<file path="src/rtl/freeze_pipe_pkg.sv">
package freeze_pipe_pkg;

  // Strobes sent from the control to the datapath each cycle
  typedef struct packed {
    logic advance;  // registers load their next value
    logic hold;     // registers keep their value
  } pipeStrobe_t;

  // Rotate a word left by one bit position
  function automatic logic [63:0] rotl1(input logic [63:0] value, input int width);
    logic [63:0] rotated;
    rotated = '0;
    for (int i = 0; i < 64; i++) begin
      if (i < width) rotated[(i + 1) % width] = value[i];
    end
    return rotated;
  endfunction

endpackage

</file>
<file path="src/rtl/freeze_pipe_dec.sv">
module freeze_pipe_dec #(
  parameter int CTRL_W = 4,
  parameter logic [CTRL_W-1:0] CODE = '0
) (
  input  logic [CTRL_W-1:0] field,
  input  logic              fieldValid,
  output logic              hit
);

  // Slow-section prediction: one exact code on a valid operand
  always_comb begin
    hit = 1'b0;
    if (fieldValid && (field == CODE)) hit = 1'b1;
  end

endmodule

</file>
<file path="src/rtl/freeze_pipe_ctrl.sv">
module freeze_pipe_ctrl
  import freeze_pipe_pkg::*;
#(
  parameter int DATA_W   = 16,
  parameter int N_STAGES = 3,
  parameter int CTRL_W   = 4,
  parameter logic [N_STAGES*CTRL_W-1:0] MATCH_CODE = '0
) (
  input  logic                             clk,
  input  logic                             rstN,
  input  logic [N_STAGES-1:0][DATA_W-1:0]  opndData,
  input  logic [N_STAGES-1:0]              opndValid,
  output pipeStrobe_t                      strobe,
  output logic                             freeze
);

  logic [N_STAGES-1:0] predict;
  logic                predictAny;
  logic                heldLast;
  logic                holdNow;

  for (genvar k = 0; k < N_STAGES; k++) begin : g_dec
    freeze_pipe_dec #(
      .CTRL_W(CTRL_W),
      .CODE  (MATCH_CODE[k*CTRL_W +: CTRL_W])
    ) u_dec (
      .field     (opndData[k][k*CTRL_W +: CTRL_W]),
      .fieldValid(opndValid[k]),
      .hit       (predict[k])
    );

    // A matching valid operand stalls now or has just stalled
    AST_PREDICT_STALLS: assert property (@(posedge clk) disable iff (!rstN)
      (opndValid[k] && (opndData[k][k*CTRL_W +: CTRL_W] == MATCH_CODE[k*CTRL_W +: CTRL_W]))
        |-> (holdNow || $past(holdNow)));
  end

  assign predictAny = |predict;

  // One extra cycle per prediction: the cycle after a hold always advances
  always_comb begin
    holdNow = predictAny && !heldLast;
    strobe.hold    = holdNow;
    strobe.advance = !holdNow;
    freeze         = holdNow;
  end

  always_ff @(posedge clk or negedge rstN) begin
    if (!rstN) heldLast <= 1'b0;
    else       heldLast <= holdNow;
  end

  AST_NO_BACK_TO_BACK: assert property (@(posedge clk) disable iff (!rstN)
    holdNow |=> !holdNow);

endmodule

</file>
<file path="src/rtl/freeze_pipe_dp.sv">
module freeze_pipe_dp
  import freeze_pipe_pkg::*;
#(
  parameter int DATA_W   = 16,
  parameter int N_STAGES = 3,
  parameter logic [N_STAGES*DATA_W-1:0] STAGE_KEY = '0
) (
  input  logic                            clk,
  input  logic                            rstN,
  input  logic [DATA_W-1:0]               inData,
  input  logic                            inValid,
  input  pipeStrobe_t                     strobe,
  output logic [N_STAGES-1:0][DATA_W-1:0] opndData,
  output logic [N_STAGES-1:0]             opndValid,
  output logic [DATA_W-1:0]               outData,
  output logic                            outValid
);

  logic [N_STAGES-1:0][DATA_W-1:0] dataQ;
  logic [N_STAGES-1:0]             validQ;

  for (genvar k = 0; k < N_STAGES; k++) begin : g_stage
    logic [DATA_W-1:0] result;
    logic [DATA_W-1:0] stageQ;
    logic              stageV;
    logic [63:0]       rotWide;

    if (k == 0) begin : g_first
      assign opndData[k]  = inData;
      assign opndValid[k] = inValid;
    end else begin : g_next
      assign opndData[k]  = dataQ[k-1];
      assign opndValid[k] = validQ[k-1];
    end

    // Placeholder stage function: rotate left by one, then mix in the key
    assign rotWide = rotl1(64'(opndData[k]), DATA_W);
    assign result  = rotWide[DATA_W-1:0] ^ STAGE_KEY[k*DATA_W +: DATA_W];

    // Register enable stands in for the gated stage clock
    always_ff @(posedge clk or negedge rstN) begin
      if (!rstN) begin
        stageQ <= '0;
        stageV <= 1'b0;
      end else if (strobe.advance) begin
        stageQ <= result;
        stageV <= opndValid[k];
      end
    end

    assign dataQ[k]  = stageQ;
    assign validQ[k] = stageV;
  end

  assign outData  = dataQ[N_STAGES-1];
  assign outValid = validQ[N_STAGES-1];

  AST_HOLD_FREEZES: assert property (@(posedge clk) disable iff (!rstN)
    strobe.hold |=> ($stable(dataQ) && $stable(validQ)));

  AST_VALID_SHIFT: assert property (@(posedge clk) disable iff (!rstN)
    strobe.advance |=> (validQ[N_STAGES-1:1] == $past(validQ[N_STAGES-2:0])));

endmodule

</file>
<file path="src/rtl/freeze_pipe.sv">
module freeze_pipe
  import freeze_pipe_pkg::*;
#(
  parameter int DATA_W   = 16,
  parameter int N_STAGES = 3,
  parameter int CTRL_W   = 4,
  parameter logic [N_STAGES*DATA_W-1:0] STAGE_KEY  = {16'h0F0F, 16'h2468, 16'h1357},
  parameter logic [N_STAGES*CTRL_W-1:0] MATCH_CODE = {4'h3, 4'h5, 4'hA}
) (
  input  logic              clk,
  input  logic              rstN,
  input  logic [DATA_W-1:0] inData,
  input  logic              inValid,
  output logic [DATA_W-1:0] outData,
  output logic              outValid,
  output logic              freeze
);

  localparam int FIELD_SPAN = N_STAGES * CTRL_W;

  pipeStrobe_t                     strobe;
  logic [N_STAGES-1:0][DATA_W-1:0] opndData;
  logic [N_STAGES-1:0]             opndValid;

  initial begin
    if (FIELD_SPAN > DATA_W) $error("control fields do not fit in the data word");
  end

  freeze_pipe_dp #(
    .DATA_W   (DATA_W),
    .N_STAGES (N_STAGES),
    .STAGE_KEY(STAGE_KEY)
  ) u_dp (
    .clk      (clk),
    .rstN     (rstN),
    .inData   (inData),
    .inValid  (inValid),
    .strobe   (strobe),
    .opndData (opndData),
    .opndValid(opndValid),
    .outData  (outData),
    .outValid (outValid)
  );

  freeze_pipe_ctrl #(
    .DATA_W    (DATA_W),
    .N_STAGES  (N_STAGES),
    .CTRL_W    (CTRL_W),
    .MATCH_CODE(MATCH_CODE)
  ) u_ctrl (
    .clk      (clk),
    .rstN     (rstN),
    .opndData (opndData),
    .opndValid(opndValid),
    .strobe   (strobe),
    .freeze   (freeze)
  );

  AST_OUT_KNOWN: assert property (@(posedge clk) disable iff (!rstN)
    !$isunknown({outValid, freeze}));

endmodule

</file>
<file path="config.mk">
export PLATFORM = sky130hd
export DESIGN_NAME = freeze_pipe
export DESIGN_NICKNAME = d
export VERILOG_FILES = /design/src/rtl/freeze_pipe_pkg.sv /design/src/rtl/freeze_pipe_dec.sv /design/src/rtl/freeze_pipe_ctrl.sv /design/src/rtl/freeze_pipe_dp.sv /design/src/rtl/freeze_pipe.sv
export SDC_FILE = /design/constraint.sdc
export NUM_CORES = 1
export LEC_CHECK = 0
export BUFFER_PORTS_ARGS = -buffer_cell sky130_fd_sc_hd__buf_4
export CAP_MARGIN = 20
export CORE_MARGIN = 3
export CORE_UTILIZATION = 55
export CTS_CLUSTER_SIZE = 8
export DETAILED_ROUTE_END_ITERATION = 10
export HOLD_SLACK_MARGIN = 0.12
export PLACE_DENSITY = 0.89
export SYNTH_ARGS = -nofsm -noshare
export SYNTH_HDL_FRONTEND = slang
export SYNTH_SLANG_ARGS = --single-unit
</file>
<file path="constraint.sdc">
create_clock -name clk -period 5.7 [get_ports clk]
set_clock_uncertainty 0.15 [all_clocks]
set_input_delay 0.57 -clock clk [delete_from_list [all_inputs] [get_ports clk]]
set_output_delay 0.57 -clock clk [all_outputs]
set_load 0.02 [all_outputs]
</file>
# Yosys cells after proc, flatten, opt, wreduce, memory -nomap -nowiden
# Cells that the tools add are included.
[totals]
regBits = 52
inputBits = 19
elab_cells = 22
[classes]
n_eq_ne = 3
n_mux = 3
bitwise_logic = 3
reduce_logical = 6
[op_table]
columns = ["cell", "n"]
rows = [
  ["8-bit NOT", 2],
  ["5-bit NOT", 1],
  ["4-bit by 2-bit equality test with 1-bit output (second input constant)", 1],
  ["4-bit by 3-bit equality test with 1-bit output (second input constant)", 1],
  ["4-bit equality test (second input constant)", 1],
  ["1-bit logical AND", 4],
  ["1-bit two-way mux", 3],
  ["3-bit OR reduction", 1],
  ["1-bit zero test", 1],
]

# Longest topological paths before layout
# Gate-level depths: netlist (run 1).
[depth]
ltp_word = 5
ltp_mapped = 5
ltp_nobuf = 4

# Cells and area by module
# A second synthesis (run 1) with hierarchy kept.
[unflattened]
cells_unflattened = 176
hier_area_um2 = 2447.3
[by_module_without_submodules]
columns = ["mod", "instances", "cells_each", "area_per_inst_um2", "seq_area_each_um2"]
rows = [
  ["freeze_pipe_dp", 1, 165, 2354.8, 1276.2],
  ["freeze_pipe_ctrl", 1, 5, 52.6, 25.0],
  ["freeze_pipe_dec at u_ctrl.g_dec[0].u_dec ...", 2, 2, 12.5, 0.0],
  ["freeze_pipe_dec at u_ctrl.g_dec[2].u_dec", 1, 2, 15.0, 0.0],
]

# Worst setup path before layout (run 1)
# No wires, ideal clock.
[synth_timing]
kind = "in2out"
from = "input inData[2]"
to = "output freeze"
arrival_time_ps = 1371
setup_slack_ps = 3609
cell_stages = 4
n_path_buf = 1
path_cell_list = "and4bb_2 > nand2_2 > nand3_4 > buf_6"
[synth_between]
elab_chain_cells = 5
[synth_lines]
columns = ["element", "line", "source"]
rows = [
  ["from (decl)", "freeze_pipe.sv:12", "input logic [DATA_W-1:0] inData,"],
  ["4-bit equality test", "freeze_pipe_dec.sv:13", "if (fieldValid && (field == CODE)) hit = 1'b1;"],
  ["1-bit logical AND", "freeze_pipe_dec.sv:13", ""],
  ["1-bit two-way mux", "freeze_pipe_dec.sv:13", ""],
  ["3-bit OR reduction", "freeze_pipe_ctrl.sv:38", "assign predictAny = |predict;"],
  ["1-bit logical AND", "freeze_pipe_ctrl.sv:42", "holdNow = predictAny && !heldLast;"],
  ["to (decl)", "freeze_pipe.sv:16", "output logic freeze"],
]
# Every way passes these cells.

# Final worst setup path (run 1)
[layout_timing]
from = "register u_dp.g_stage[0].stageQ[4]"
to = "output freeze"
[layout_between]
elab_chain_cells = 5
[layout_lines]
columns = ["element", "line", "source"]
rows = [
  ["from (decl)", "freeze_pipe_dp.sv:24", "logic [DATA_W-1:0] stageQ;"],
  ["from (signal assigned)", "freeze_pipe_dp.sv:46", "stageQ <= result;"],
  ["4-bit by 3-bit equality test with 1-bit output", "freeze_pipe_dec.sv:13", ""],
  ["1-bit logical AND", "freeze_pipe_dec.sv:13", ""],
  ["1-bit two-way mux", "freeze_pipe_dec.sv:13", ""],
  ["3-bit OR reduction", "freeze_pipe_ctrl.sv:38", ""],
  ["1-bit logical AND", "freeze_pipe_ctrl.sv:42", ""],
]
# Every way passes these cells.

==> impl.org, run 1 <==
** Clock tree
- Clk slew on worst S/H paths :: 0.09 ns
- Root Buffer Master :: sky130_fd_sc_hd__clkbuf_8
- The H-tree was split into 2 levels.
- CTS tree :: built
- Post-cts resize count :: 0
- Post-CTS setup-driven buffer insertion count :: 0
- The number of clock buffers added by TritonCTS is 5.
- At the later pin of the worst-skew pair, clock insertion delay measures roughly 0.30 ns.
- After clock tree synthesis, the flow added hold-fix buffers numbering 0.
- Clock sinks :: 52
- Clock buffer depth :: 2

** Global routing
- Remaining global-route overflow :: 0
- For this run, the total global-route usage over all layers was measured as 0.167.
- Pin count of the biggest net entering global routing :: 53
- Vias in the first global route :: between 1000 and 1500
- GR Util met1 :: 0.213
- Met2 track utilization from global routing :: 0.268
- The initial antenna violation count came to 0.
- The first global-routing pass estimated 6380 um of wire.
- For met3 alone, demand over resource in global routing was 0.0609.
- After global routing, the most crowded layer is met2.

** Final layout
- Post-synthesis to final-layout area growth :: 16.5%
- Number of nets in the layout :: 205
- Leaving out fill and tap cells, the most frequent cell in the layout is sky130_fd_sc_hd__dfrtp_1.
- Commonest non-fill, non-tap cells in the layout :: sky130_fd_sc_hd__dfrtp_1, sky130_fd_sc_hd__buf_4, sky130_fd_sc_hd__mux2_4, sky130_fd_sc_hd__inv_1, sky130_fd_sc_hd__mux2i_1
- Non-filler cells, final :: roughly 240
- The finished cells cover ~2600 um2.
- Of the cells placed in the final design, the portion with a size suffix greater than 1 is 0.412.
- Antenna diode count :: 0

** Place
- Detailed placement finished with a half-perimeter wire length of about 2600 um.
- After detailed placement, the total cell area comes to between 2000 and 3000 um2.
- Routability-driven placement finished with a final weighted congestion of 0.791.
- Including well taps, the total number of placed cells is about 230.
- The count of buffers added on input and output ports is 36.

** Floorplan
- After floorplanning, the core was divided into 22 placement rows.
- Effective utilization at floorplan :: 0.591
- In this run the count of I/O pins placed on the die edge is 37.
- The die covers between 4000 and 5000 um2.
- The core region is between 3000 and 4000 um2.
- Die Width :: 69.6 um
- The die is approximately 70 um tall.

** Critical path
- The worst setup path is launched from a flip-flop.
- At the worst endpoint, the required time is 4.98 ns.
- Data on the critical path arrives at its endpoint at roughly 2.2 ns.
- CP Class :: reg -> out
- Kind of end point of the critical path :: primary output
- In this run the worst path has a maximum fanout of 46.

** STA
- For the final routed database, the setup TNS stands at 0 ns.
- Final setup vio count :: 0
- Max_slew headroom :: 0.452
- Pins Over Slew Limit :: 0
- Of the available clock period, the critical path in the final layout requires 0.509.
- Worst hold margin :: 0.127 ns
- Transition at the pin with the smallest max-transition slack :: between 0.8 and 0.9 ns
- The hold violation total from the final report is 0.
- The clock period could shrink to just under 3 ns.
- Achievable frequency :: about 340 MHz
- Setup repair after global routing left no endpoint under its margin.

** Synth
- For this run, the leading register cell type out of synthesis is sky130_fd_sc_hd__dfrtp_1.
- In this run, synthesis inferred 0 flip-flops with an integrated enable.
- Synthesis instantiated 27 different standard cells from the library.
- Post-synthesis register bit count :: 52
- Cell count after synthesis :: 147
- Register area share after synthesis :: 0.584
- Proportion of synthesized flip-flops having asynchronous set or reset :: 1.00
- The number of nets handed over by synthesis was roughly 170.
- Mapped Area :: 2230 um2
- For this run, the number of Yosys warnings is 0.
- After synthesis, the mean cell area works out to approximately 15 um2.

** Pwr
- Across the VDD grid, the largest voltage drop is between 0.3 and 0.4 mV.
- In this run the power density over the cells is slightly below 500 nW/um2.
- Summed over all cells, the static leakage comes to 1.27 nW.

** Flow run
- Across the run, the number of max-cap violations was 0.

** Drt
- The final layout contains routed wiring with a total length of 3620 um.
- For this block, the initial DRC count from the detailed router was 57.
- The routed layout has roughly 1200 vias.
- The first detailed-routing pass took 5 iterations.
- Once detail routing completed, the nets flagged for antenna violations numbered 0.
- After detailed routing, the number of vias per cell comes to approximately 5.2.
- Routed wire length per instance :: between 15 and 20 um
- DR DRC count :: 0

** Worst hold path
- Worst hold-check path type :: in -> async

** Status
- The run finished with clean final reports.
-- per-stage QoR --
step           total power [mW]   util  setup WS (ns)
5_1_grt                    1.36  0.688           2.66
2_1_floorplan             0.918      -           3.61
6_report                   1.28  0.688           2.80
3_5_place_dp               1.08  0.663           2.80
3_3_place_gp               1.05  0.663           2.88
4_1_cts                    1.29  0.688           2.78
-- kinds of logic after synthesis --
| logic type | synth area share |
|---|---|
| flops | 0.584 |
| buf+inv | 0.0573 |
| mux | 0.248 |
| compound gates | 0.0416 |
| simple gates | 0.0685 |
-- cell type report --
| cell class | count | area, um2 |
|---|---|---|
| Sequential cell | 52 | 1300 |
| Fill cell | 256 | 1180 |
| Multi-Input combinational cell | 72 | 798 |
| Timing Repair Buffer | 36 | 270 |
| Clock buffer | 7 | 86.3 |
| Inverter | 19 | 71.3 |
| Tap cell | 48 | 60.1 |
| Clock inverter | 1 | 7.51 |
-- worst paths after layout --
kind	start	slack, ns	to	cells after the start
max	u_dp.g_stage[0].stageQ[4]$_DFFE_PN0N_	2.80	freeze	4
min	rstN	0.13	u_dp.outData[6]$_DFFE_PN0N_	1
max reg2reg	u_dp.g_stage[0].stageQ[4]$_DFFE_PN0N_	3.43	u_dp.g_stage[1].stageQ[12]$_DFFE_PN0N_	4
min reg2reg	u_dp.g_stage[1].stageQ[1]$_DFFE_PN0N_	0.30	u_dp.outData[2]$_DFFE_PN0N_	1
max in group asynchronous	rstN	4.85	u_dp.outData[14]$_DFFE_PN0N_	1
min in group clk	inData[8]	0.28	u_dp.g_stage[0].stageQ[9]$_DFFE_PN0N_	2
-- critical path, stage by stage, from the launching register on --
cell and delay [ns]:
sky130_fd_sc_hd__dfrtp_1 0.41, sky130_fd_sc_hd__and4bb_2 0.27, sky130_fd_sc_hd__nand3b_4 0.14, sky130_fd_sc_hd__nand3_4 0.62, sky130_fd_sc_hd__buf_4 0.43
-- where the power goes --
| part | leakage, nW | switching (mW) | internal, mW |
|---|---|---|---|
| clock | 0.0445 | 0.113 | 0.0987 |
| sequential | 0.604 | 0.0885 | 0.502 |
| combinational | 0.622 | 0.218 | 0.256 |
| total | 1.27 | 0.420 | 0.856 |
-- routing by layer --
metal | vias up | wire length [um]
met1 | 604 | 1580
li1 | 581 | -
met4 | 0 | 59
met2 | 35 | 1750
met3 | 6 | 223
met5 | - | 0
-- flip-flops by register name (all words and copies together) (netlist names) --
register,flops
u_dp.outData,16
u_ctrl.heldLast,1
u_dp.g_stage.stageQ,32
u_dp.outValid,1
u_dp.g_stage.stageV,2
-- synthesized netlist by cell type, types with 2 or more instances --
library cell,instances,area (um2)
sky130_fd_sc_hd__dfrtp_1,52,1300
sky130_fd_sc_hd__and4bb_2,2,25.0
sky130_fd_sc_hd__buf_8,3,45.0
sky130_fd_sc_hd__mux2_2,6,67.6
sky130_fd_sc_hd__a21o_1,3,22.5
sky130_fd_sc_hd__a21oi_1,3,15.0
sky130_fd_sc_hd__mux2i_1,17,170
sky130_fd_sc_hd__and4_1,3,26.3
sky130_fd_sc_hd__mux2_4,21,315
sky130_fd_sc_hd__inv_1,19,71.3
sky130_fd_sc_hd__nand2_1,2,7.51
No activity file was read; power rests on OpenSTA's default activity.
==> inputs of run 2 (changes only) <==
==> constraint.sdc (replaced) <==
create_clock -name clk -period 3 [get_ports clk]
set_clock_uncertainty 0.15 [all_clocks]
set_input_delay 0.3 -clock clk [delete_from_list [all_inputs] [get_ports clk]]
set_output_delay 0.3 -clock clk [all_outputs]
set_load 0.02 [all_outputs]
==> run 2 against run 1 <==
Net effect: design area increased by 8.2%; critical path type is now in -> out; wire length is 8.1% higher; register-to-register slack lost 2.7 ns; flip-flop and latch count is the same; total power increased by 100%; worst hold slack improved by 0.070 ns; largest power group unchanged; non-clock buffer count grew 17; core utilization is 5.6 points higher.
==> impl.org, run 2 (synthesized netlist as in run 1, its figures left out) <==
** Critical path
- Maximum fanout along the worst path :: 21 (-54%)
- For this design, the slowest cell found on the critical path is sky130_fd_sc_hd__dlygate4sd3_1.
- Delay of the slowest cell on the worst path :: 0.54 ns (-0.08 ns)
- The required time at the endpoint of the critical path was 2.55 ns (-2.43 ns).
- Buffers and inverters on the worst path :: 3 (+2)
- Critical path arrival :: 2.02 ns (-0.16 ns)
- Most repeated library cell on the critical path :: sky130_fd_sc_hd__buf_4
- Ordered cell list for the critical path :: dlygate4sd3_1, buf_4, and4bb_2, nand2_2, nand3_4, buf_4
- Worst setup SP type :: primary input
- Broken down by cell family, the worst path's largest delay share belongs to buffers and inverters.
- Kind of end point of the critical path :: primary output
- The critical path is of the in -> out type.

** Global routing
- Remaining global-route overflow :: 0 (unchanged)
- The total routing usage reported by global routing is 0.178 (+0.0108).
- Pin count of the biggest net entering global routing :: 53 (unchanged)
- First-pass GRT wire length :: 6770 um (+6.0%)
- The via count of the first global-routing pass is 1462 (+8.7%).
- Number of antenna violations at the first check in global routing :: 0 (unchanged)

** Pwr
- Leakage power :: 1.37 nW (+7.5%)
- Peak supply drop :: 0.434 mV (+32%)
- The power density over the cells was 917 nW/um2 (+86%).

** Clock tree
- The CTS clock-pin slew for the worst setup and hold paths is 0.09 ns (about the same).
- The number of clock buffers inserted by TritonCTS was 5 (unchanged).
- The clock latency on the worst-skew pair is 0.30 ns (about the same).
- The cell sitting at the root of the clock tree is a sky130_fd_sc_hd__clkbuf_8.
- The number of clock sinks is 52 (unchanged).
- The number of setup buffers added after CTS came to 0 (unchanged).
- The maximum root-to-sink buffer count was 2 (unchanged).
- The count of H-tree levels built during CTS was 2 (unchanged).
- TritonCTS built the clock tree.

** Final layout
- Register with the most flip-flops :: u_dp.g_stage.stageQ
- Post-synthesis to final-layout area growth :: 26.1%
- The share of the core filled with cells in the final layout came to 0.745 (+0.0564).
- Leading cell type in the layout, fill and taps excluded :: sky130_fd_sc_hd__dfrtp_1
- Fraction of layout cells with a size suffix above 1 :: 0.387 (-0.0245)
- Antenna diode count :: 0 (unchanged)
- Commonest non-fill, non-tap cells in the layout :: sky130_fd_sc_hd__dfrtp_1, sky130_fd_sc_hd__buf_4, sky130_fd_sc_hd__mux2_4, sky130_fd_sc_hd__inv_1, sky130_fd_sc_hd__mux2i_1
- The flip-flop count of the largest register, all copies and words added is 32 (unchanged).
- Fill cells :: 231 (-9.8%)
- Number of nets in the layout :: 222 (+8.3%)
- The number of cells in the finished layout apart from fillers came to 252 (+7.2%).

** Place
- RD Place Congestion :: 0.799 (+1.0%)
- The count of port buffers added during placement came to 36 (unchanged).
- Placement Setup Slack :: 0.803 ns (-2.00 ns)
- HPWL after detailed placement :: 2660 um (+4.1%)
- Number of cells in the design after placement :: 228 (+0.44%)

** Drt
- Routed via count :: 1326 (+8.2%)
- The residual DRC count is 0 (unchanged).
- The total wire length after detailed routing was 3910 um (+8.1%).
- The average wire length per cell after detail routing came to 15.5 um (+0.83%).
- The count of TritonRoute iterations in the first routing pass was 4 (-1).
- DRC violation total after the first TritonRoute iteration :: 83 (+46%)
- Per-cell via count in the routed design :: 5.26 (+0.86%)
- Post-route ant nets :: 0 (unchanged)

** Floorplan
- Die height :: 69.6 um (unchanged)
- The floorplan core area is 3770 um2 (unchanged).
- I/O pin cnt :: 37 (unchanged)
- Effective utilization at floorplan :: 0.591 (unchanged)
- The horizontal die dimension came to 69.6 um (unchanged).
- The number of standard-cell rows in the floorplan is 22 (unchanged).
- Total Die Area :: 4850 um2 (unchanged)

** Worst hold path
- The path class of the tightest hold or removal check is in -> reg.

** STA
- RSZ-0062 raised after global routing :: false
- The number of max-slew violations in the final report is 0 (unchanged).
- The hold violation total from the final report was 0 (unchanged).
- Achievable frequency :: 406 MHz
- Transition at the pin with the smallest max-transition slack :: 0.636 ns (-0.186 ns)
- Final worst-path setup slack :: 0.535 ns (-2.26 ns)
- The remaining max-slew budget at the tightest pin came to 0.576 (+0.124).
- Dividing the final minimum period by the clock period gives 0.822.
- The worst slack on hold paths is 0.198 ns (+0.0704 ns).
- Setup Total Neg Slack :: 0 ns (unchanged)
- Final min period :: between 2 and 2.5 ns
- Final setup vio count :: 0 (unchanged)

** Status
- Run status :: finished, final reports clean

** Flow run
- Max-Cap Viols :: 0 (unchanged)
run 2: changes by cell type in the layout (fill, tap and decap cells not counted), sizes merged:
cell,previous run,this run
buf,36,37
bufinv,0,1
clkinvlp,1,0
dlygate4sd3,0,16
run 2: layout make-up:
class,count,area (um2),area share
Inverter,19,71.3,0.0254
Sequential cell,52,1300,0.463
Multi-Input combinational cell,72,798,0.284
Clock inverter,1,30.0,0.0107
Tap cell,48,60.1,0.0214
Clock buffer,7,96.3,0.0343
Timing Repair Buffer,53,450,0.160
run 2: per-layer routing:
layer  GRT usage  share of wire  vias up
met4      0.0574          0.017        0
li1            -              -      617
met2       0.301           0.51       41
met3      0.0652          0.063       10
met5           0              0        -
met1       0.211           0.41      658
run 2: stage by stage:
step                      total power [mW]  instance area (um2)
after floorplan                       1.74                 2230
after global placement                2.01                 2520
after detailed placement              2.06                 2520
after CTS                             2.60                 2810
after global routing                  2.72                 2810
final                                 2.57                 2810
run 2: where the power goes:
| group | total (mW) | switching [mW] | leakage [nW] | internal [mW] |
|---|---|---|---|---|
| clock | 0.513 | 0.219 | 0.0645 | 0.294 |
| sequential | 1.12 | 0.172 | 0.604 | 0.953 |
| combinational | 0.936 | 0.433 | 0.697 | 0.502 |
run 2: worst reg2reg max path, cell delays in order, from the launching register on:
cell	delay [ns]
sky130_fd_sc_hd__dfrtp_1	0.44
sky130_fd_sc_hd__nor4b_4	0.34
sky130_fd_sc_hd__nand3_2	0.23
sky130_fd_sc_hd__nand3_4	0.34
sky130_fd_sc_hd__buf_12	0.27
sky130_fd_sc_hd__mux2_2	0.36
run 2: final timing paths:
path / start / to / slack [ns] / depth (start not counted)
min reg2reg: u_dp.g_stage[1].stageQ[15]$_DFFE_PN0N_ / u_dp.outData[0]$_DFFE_PN0N_ / 0.31 / 1
min: inData[6] / u_dp.g_stage[0].stageQ[7]$_DFFE_PN0N_ / 0.20 / 3
max reg2reg: u_dp.g_stage[1].stageQ[11]$_DFFE_PN0N_ / u_dp.outValid$_DFFE_PN0N_ / 0.76 / 5
min in group asynchronous: rstN / u_dp.g_stage[1].stageQ[3]$_DFFE_PN0N_ / 0.40 / 2
max in group asynchronous: rstN / u_dp.outData[13]$_DFFE_PN0N_ / 1.87 / 2
max: inData[1] / freeze / 0.53 / 6
run 2: what timing repair did:
action / in CTS / in global routing
resized for setup: 0 / 0
hold endpoints to repair: 67 / 0
hold buffers: 16 / 0
